<file path="src/rtl/seq_pkg.sv">
package seq_pkg;
  localparam int SC_W = 4;
  localparam int OP_W = 3;

  // Step strobe positions on uop_o
  typedef enum int unsigned {
    U_FETCH_AR  = 0,
    U_FETCH_IR  = 1,
    U_DECODE    = 2,
    U_INDIRECT  = 3,
    U_REG_EXEC  = 4,
    U_IO_EXEC   = 5,
    U_RD_DR     = 6,
    U_AND_AC    = 7,
    U_ADD_AC    = 8,
    U_LDA_AC    = 9,
    U_STA_WR    = 10,
    U_BUN_JMP   = 11,
    U_BSA_SAVE  = 12,
    U_BSA_JMP   = 13,
    U_ISZ_INC   = 14,
    U_ISZ_WB    = 15,
    U_INT_SAVE  = 16,
    U_INT_STORE = 17,
    U_INT_VEC   = 18,
    U_COUNT     = 19
  } uop_e;

  localparam int N_U = int'(U_COUNT);
endpackage

</file>
<file path="src/rtl/seq_timer.sv">
module seq_timer #(
  parameter int SC_W = 4,
  localparam int N_T = 1 << SC_W
) (
  input  logic           clk,
  input  logic           rst,
  input  logic           clr,
  input  logic           hold,
  output logic [N_T-1:0] t_oh
);
  logic [SC_W-1:0] sc_q;

  always_ff @(posedge clk) begin
    if (rst)        sc_q <= '0;
    else if (clr)   sc_q <= '0;
    else if (!hold) sc_q <= sc_q + 1'b1;
  end

  generate
    for (genvar k = 0; k < N_T; k++) begin : g_tdec
      assign t_oh[k] = (sc_q == SC_W'(k));
    end
  endgenerate
endmodule

</file>
<file path="src/rtl/seq_opdec.sv">
module seq_opdec #(
  parameter int OP_W = 3,
  localparam int N_D = 1 << OP_W
) (
  input  logic            clk,
  input  logic            rst,
  input  logic            load,
  input  logic [OP_W-1:0] op_in,
  input  logic            i_in,
  output logic [N_D-1:0]  d_oh,
  output logic            i_q
);
  logic [OP_W-1:0] op_q;

  always_ff @(posedge clk) begin
    if (rst) begin
      op_q <= '0;
      i_q  <= 1'b0;
    end else if (load) begin
      op_q <= op_in;
      i_q  <= i_in;
    end
  end

  generate
    for (genvar n = 0; n < N_D; n++) begin : g_ddec
      assign d_oh[n] = (op_q == OP_W'(n));
    end
  endgenerate
endmodule

</file>
<file path="src/rtl/seq_uop.sv">
module seq_uop
  import seq_pkg::*;
#(
  parameter int N_T = 16,
  parameter int N_D = 8
) (
  input  logic [N_T-1:0] t,
  input  logic [N_D-1:0] d,
  input  logic           i_q,
  input  logic           r_q,
  input  logic           halted_q,
  output logic [N_U-1:0] u,
  output logic           clr
);
  always_comb begin
    u = '0;
    if (!halted_q) begin
      u[U_FETCH_AR]  = !r_q && t[0];
      u[U_FETCH_IR]  = !r_q && t[1];
      u[U_DECODE]    = !r_q && t[2];
      u[U_INT_SAVE]  =  r_q && t[0];
      u[U_INT_STORE] =  r_q && t[1];
      u[U_INT_VEC]   =  r_q && t[2];
      u[U_INDIRECT]  = !d[7] &&  i_q && t[3];
      u[U_REG_EXEC]  =  d[7] && !i_q && t[3];
      u[U_IO_EXEC]   =  d[7] &&  i_q && t[3];
      u[U_RD_DR]     = t[4] && (d[0] || d[1] || d[2] || d[6]);
      u[U_AND_AC]    = d[0] && t[5];
      u[U_ADD_AC]    = d[1] && t[5];
      u[U_LDA_AC]    = d[2] && t[5];
      u[U_STA_WR]    = d[3] && t[4];
      u[U_BUN_JMP]   = d[4] && t[4];
      u[U_BSA_SAVE]  = d[5] && t[4];
      u[U_BSA_JMP]   = d[5] && t[5];
      u[U_ISZ_INC]   = d[6] && t[5];
      u[U_ISZ_WB]    = d[6] && t[6];
    end
  end

  assign clr = u[U_REG_EXEC] | u[U_IO_EXEC] | u[U_AND_AC] | u[U_ADD_AC]
             | u[U_LDA_AC] | u[U_STA_WR] | u[U_BUN_JMP] | u[U_BSA_JMP]
             | u[U_ISZ_WB] | u[U_INT_VEC];
endmodule

</file>
<file path="src/rtl/hw_step_ctrl.sv">
module hw_step_ctrl
  import seq_pkg::*;
#(
  parameter int SC_BITS = seq_pkg::SC_W,
  parameter int OP_BITS = seq_pkg::OP_W,
  localparam int N_T = 1 << SC_BITS,
  localparam int N_D = 1 << OP_BITS
) (
  input  logic             clk,
  input  logic             rst,
  input  logic [OP_BITS:0] ir_ctl,
  input  logic             ien_i,
  input  logic             in_ready_i,
  input  logic             out_ready_i,
  input  logic             dr_zero_i,
  input  logic             halt_i,
  output logic [N_T-1:0]   t_strobe_o,
  output logic [N_D-1:0]   op_dec_o,
  output logic             ind_o,
  output logic             int_cyc_o,
  output logic [N_U-1:0]   uop_o,
  output logic             sc_clr_o,
  output logic             skip_o
);
  logic r_q;
  logic halted_q;
  logic r_set;

  seq_timer #(.SC_W(SC_BITS)) u_timer (
    .clk  (clk),
    .rst  (rst),
    .clr  (sc_clr_o),
    .hold (halted_q),
    .t_oh (t_strobe_o)
  );

  seq_opdec #(.OP_W(OP_BITS)) u_opdec (
    .clk   (clk),
    .rst   (rst),
    .load  (uop_o[U_DECODE]),
    .op_in (ir_ctl[OP_BITS-1:0]),
    .i_in  (ir_ctl[OP_BITS]),
    .d_oh  (op_dec_o),
    .i_q   (ind_o)
  );

  seq_uop #(.N_T(N_T), .N_D(N_D)) u_uop (
    .t        (t_strobe_o),
    .d        (op_dec_o),
    .i_q      (ind_o),
    .r_q      (r_q),
    .halted_q (halted_q),
    .u        (uop_o),
    .clr      (sc_clr_o)
  );

  // Interrupt request is only taken outside the first three steps
  assign r_set = ien_i && (in_ready_i || out_ready_i)
              && !(t_strobe_o[0] || t_strobe_o[1] || t_strobe_o[2]);

  always_ff @(posedge clk) begin
    if (rst)                  r_q <= 1'b0;
    else if (uop_o[U_INT_VEC]) r_q <= 1'b0;
    else if (r_set)           r_q <= 1'b1;
  end

  always_ff @(posedge clk) begin
    if (rst)                                   halted_q <= 1'b0;
    else if (uop_o[U_REG_EXEC] && halt_i)      halted_q <= 1'b1;
  end

  assign int_cyc_o = r_q;
  assign skip_o    = uop_o[U_ISZ_WB] && dr_zero_i;
endmodule

</file>
<file path="config.mk">
export PLATFORM = sky130hd
export DESIGN_NAME = hw_step_ctrl
export DESIGN_NICKNAME = d
export VERILOG_FILES = /design/src/rtl/seq_pkg.sv /design/src/rtl/seq_timer.sv /design/src/rtl/seq_opdec.sv /design/src/rtl/seq_uop.sv /design/src/rtl/hw_step_ctrl.sv
export SDC_FILE = /design/constraint.sdc
export NUM_CORES = 1
export LEC_CHECK = 0
export BUFFER_PORTS_ARGS = -buffer_cell sky130_fd_sc_hd__buf_2
export CAP_MARGIN = 20
export CORE_MARGIN = 2
export CORE_UTILIZATION = 45
export DETAILED_ROUTE_END_ITERATION = 7
export GPL_TIMING_DRIVEN = 0
export HOLD_SLACK_MARGIN = 0.06
export PLACE_DENSITY = 0.94
export SLEW_MARGIN = 25
export SYNTH_ARGS = -nofsm -noshare
export SYNTH_HDL_FRONTEND = slang
export SYNTH_SLANG_ARGS = --single-unit
</file>
<file path="constraint.sdc">
create_clock -name clk -period 2.8 [get_ports clk]
set_input_delay 0.14 -clock clk [delete_from_list [all_inputs] [get_ports clk]]
set_output_delay 0.14 -clock clk [all_outputs]
set_load 0.03 [all_outputs]
</file>
==> metrics.txt <==
Max-slew headroom 75.7%; final setup fails 0; Post-Route Utilization 64.5%; CTS resizes 0; IO Count 58; average routed wire per standard cell 12.6 um; total global-route track usage 22.4%; vias in the first global route 1015; Netlist cell types 34; Worst Path Required 2.66 ns; full die area 0.00245 mm^2; Reg power frac 33.8%; Non-Filler Instances 209; M2 GR Usage 40.8%; largest net degree at the start of global routing 11; worst vdd ir 0.244 mV; largest area contributor in the netlist dfxtp_1; Clock Skews 0.00215 ns; setup TNS 0 ns; Ant. Diodes 0; Fmax achieved 427 MHz; critical path class flip-flop to primary output; total number of vias 1060; status finished, final reports clean; Clock Pin Slew Worst Setup and Hold Paths 0.06 ns; Power Density 391 mW/mm^2; top-count cell post-synth nor2_1; DR iter-0 viols 19; HP Class input pin to flip-flop; Starting Density 47.4%; Post-CTS Hold Fix Bufs 0; Die Height 49.5 um; clock share of power 19.8%; CTS tree built; Crit path arrival time 2.20 ns; post-layout minimum cycle time 2.34 ns; Mapped Cells 123; max-slew violation total from the final report 0; clock sinks 10; first-pass iteration count of the detailed router 4; CTS buffer count 3; Reg area 200 um^2; Die X 49.5 um; area of the multi-input gates 611 um^2; Post-Route WL 2630 um; largest fanout on the critical path 7; ys flop type dfxtp_1; core area 0.00196 mm^2; I/O Buffers 56; MaxCap Viol Count 0; Setup Fix Bufs, Post-CTS 0; routed vias/inst 5.07; gr busiest metal met2; hold_ws 0.104 ns; area delta synth->final 36.2%; initial antenna violation count 0; layout cell share with drive strength beyond 1 40.1%; dominant cells by area after synthesis dfxtp_1 22%, nor2_1 8.1%, and2_1 7.4%; P_sw 214 uW; met3 usage 1.82%; Fin. Hold Viols 0; Avg Synthesized Cell Area 7.56 um^2; YS warnings 0; Post-synth ARST share 0%; clk_lat worst skew 0.26 ns; H-tree depth 1; synthesized area 930 um^2; unrepaired setup endpoints after global routing no; period utilization 83.6%; leak pwr 0.000757 uW; Internal Pwr Total 282 uW; Comb pwr share 46.4%; CP Launch Type flip-flop; top cell type's share of synthesized area 21.5%; Synth top cells by count 20 x nor2_1, 11 x and2_1, 10 x dfxtp_1, 9 x inv_1; Worst Max-Slew Pin Slew 0.363 ns; share of the yosys chip area belonging to registers 21.5%; grt total ovfl 0; routability cong. 0.798; #FFs+latches synth 10; Bufs on Longest Clock Path 2; placed insts 206; residual DRC count 0; Root Buffer Master clkbuf_4; EDFF count, synth 0; global-route wire length before repair 4350 um; DPL Wire Length 2070 um; CP endpoint kind primary output; Fill cells 180; met1 Track Usage GR 25.5%; synthesized net count 138; nets 199; Routed Antenna Nets 0; row cnt 16; Sw Ratio 43.2%
power groups by stage:
stage / logic, uW / clock network [uW] / registers, uW
finish: 230 / 98.2 / 168
CTS: 229 / 99.8 / 167
global route: 249 / 107 / 169
global placement: 221 / 0 / 169
detailed placement: 229 / 0 / 170
floorplan: 164 / 0 / 173
critical path: stages, from the launching register on:
cell       delay, ns
dfxtp_1         0.43
inv_1           0.10
ha_1            0.30
nand4bb_1       0.20
nor3_1          0.09
a311o_1         0.39
or2_1           0.24
buf_2           0.17
final cells by class:
type / count / share of cell area (%)
sequential: 10 / 15.8
multi-input combinational: 96 / 48.2
tap: 27 / 2.67
clock buffer: 3 / 1.78
inverter: 9 / 2.67
buffer: 8 / 6.72
timing repair buffer: 56 / 22.1
cells by family after synthesis:
| group | Yosys count | synth area share (%) |
|---|---|---|
| AOI/OAI and AO/OA | 7 | 4.85 |
| xor gates and xnor gates | 3 | 2.83 |
| adders and majority gates | 4 | 5.38 |
| buffers and inverters | 17 | 12.8 |
| DFF | 10 | 21.5 |
| muxes | 6 | 7.00 |
| and+or+nand+nor | 76 | 45.6 |
per-layer routing:
| layer | vias to the layer above | wire [um] |
|---|---|---|
| li1 | 530 | - |
| met1 | 486 | 1070 |
| met2 | 34 | 1380 |
| met3 | 10 | 94 |
| met4 | 0 | 87 |
| met5 | - | 0 |
cells in the final DEF (no fill, tap or decap):
master	instances
or2_1	2
clkbuf_8	2
buf_4	1
dfxtp_1	10
o21ai_0	2
nor3_1	8
mux2_4	1
nand4bb_1	2
inv_1	9
a311o_1	1
nor3b_1	3
xnor2_1	1
and3_1	5
buf_2	57
nor4_1	4
and2b_2	1
nand2b_1	1
or4b_1	1
nand4b_1	1
a21oi_1	2
nor2_1	20
a31oi_1	1
clkbuf_4	3
a31o_2	1
buf_6	4
mux2i_1	5
and2b_4	1
nand2_1	8
and2_1	11
nor2b_1	3
and3b_4	1
ha_1	4
nand3_1	3
nor2_2	1
xor2_1	2
state kept, by name, indices dropped and copies added, names as in the netlist:
name,flops
u_timer.sc_q,4
u_opdec.op_q,3
halted_q,1
int_cyc_o,1
u_opdec.i_q,1
path summary, 6_finish.rpt:
kind / start / to / slack (ns) / cells after the start
max reg2reg: u_timer.sc_q[0] / u_timer.sc_q[2] / 0.92 / 6
min: halt_i / halted_q / 0.10 / 3
max: u_timer.sc_q[0] / sc_clr_o / 0.46 / 7
min reg2reg: u_opdec.i_q / u_opdec.i_q / 0.57 / 2
metrics by stage:
stage	setup WS (ns)	cell area (um^2)	total power, uW
global placement	0.817	1240	389
floorplan	0.546	930	337
global route	0.346	1270	525
detailed placement	0.772	1240	399
CTS	0.471	1270	496
finish	0.460	1270	496
Power figures use the tool's default switching activity.
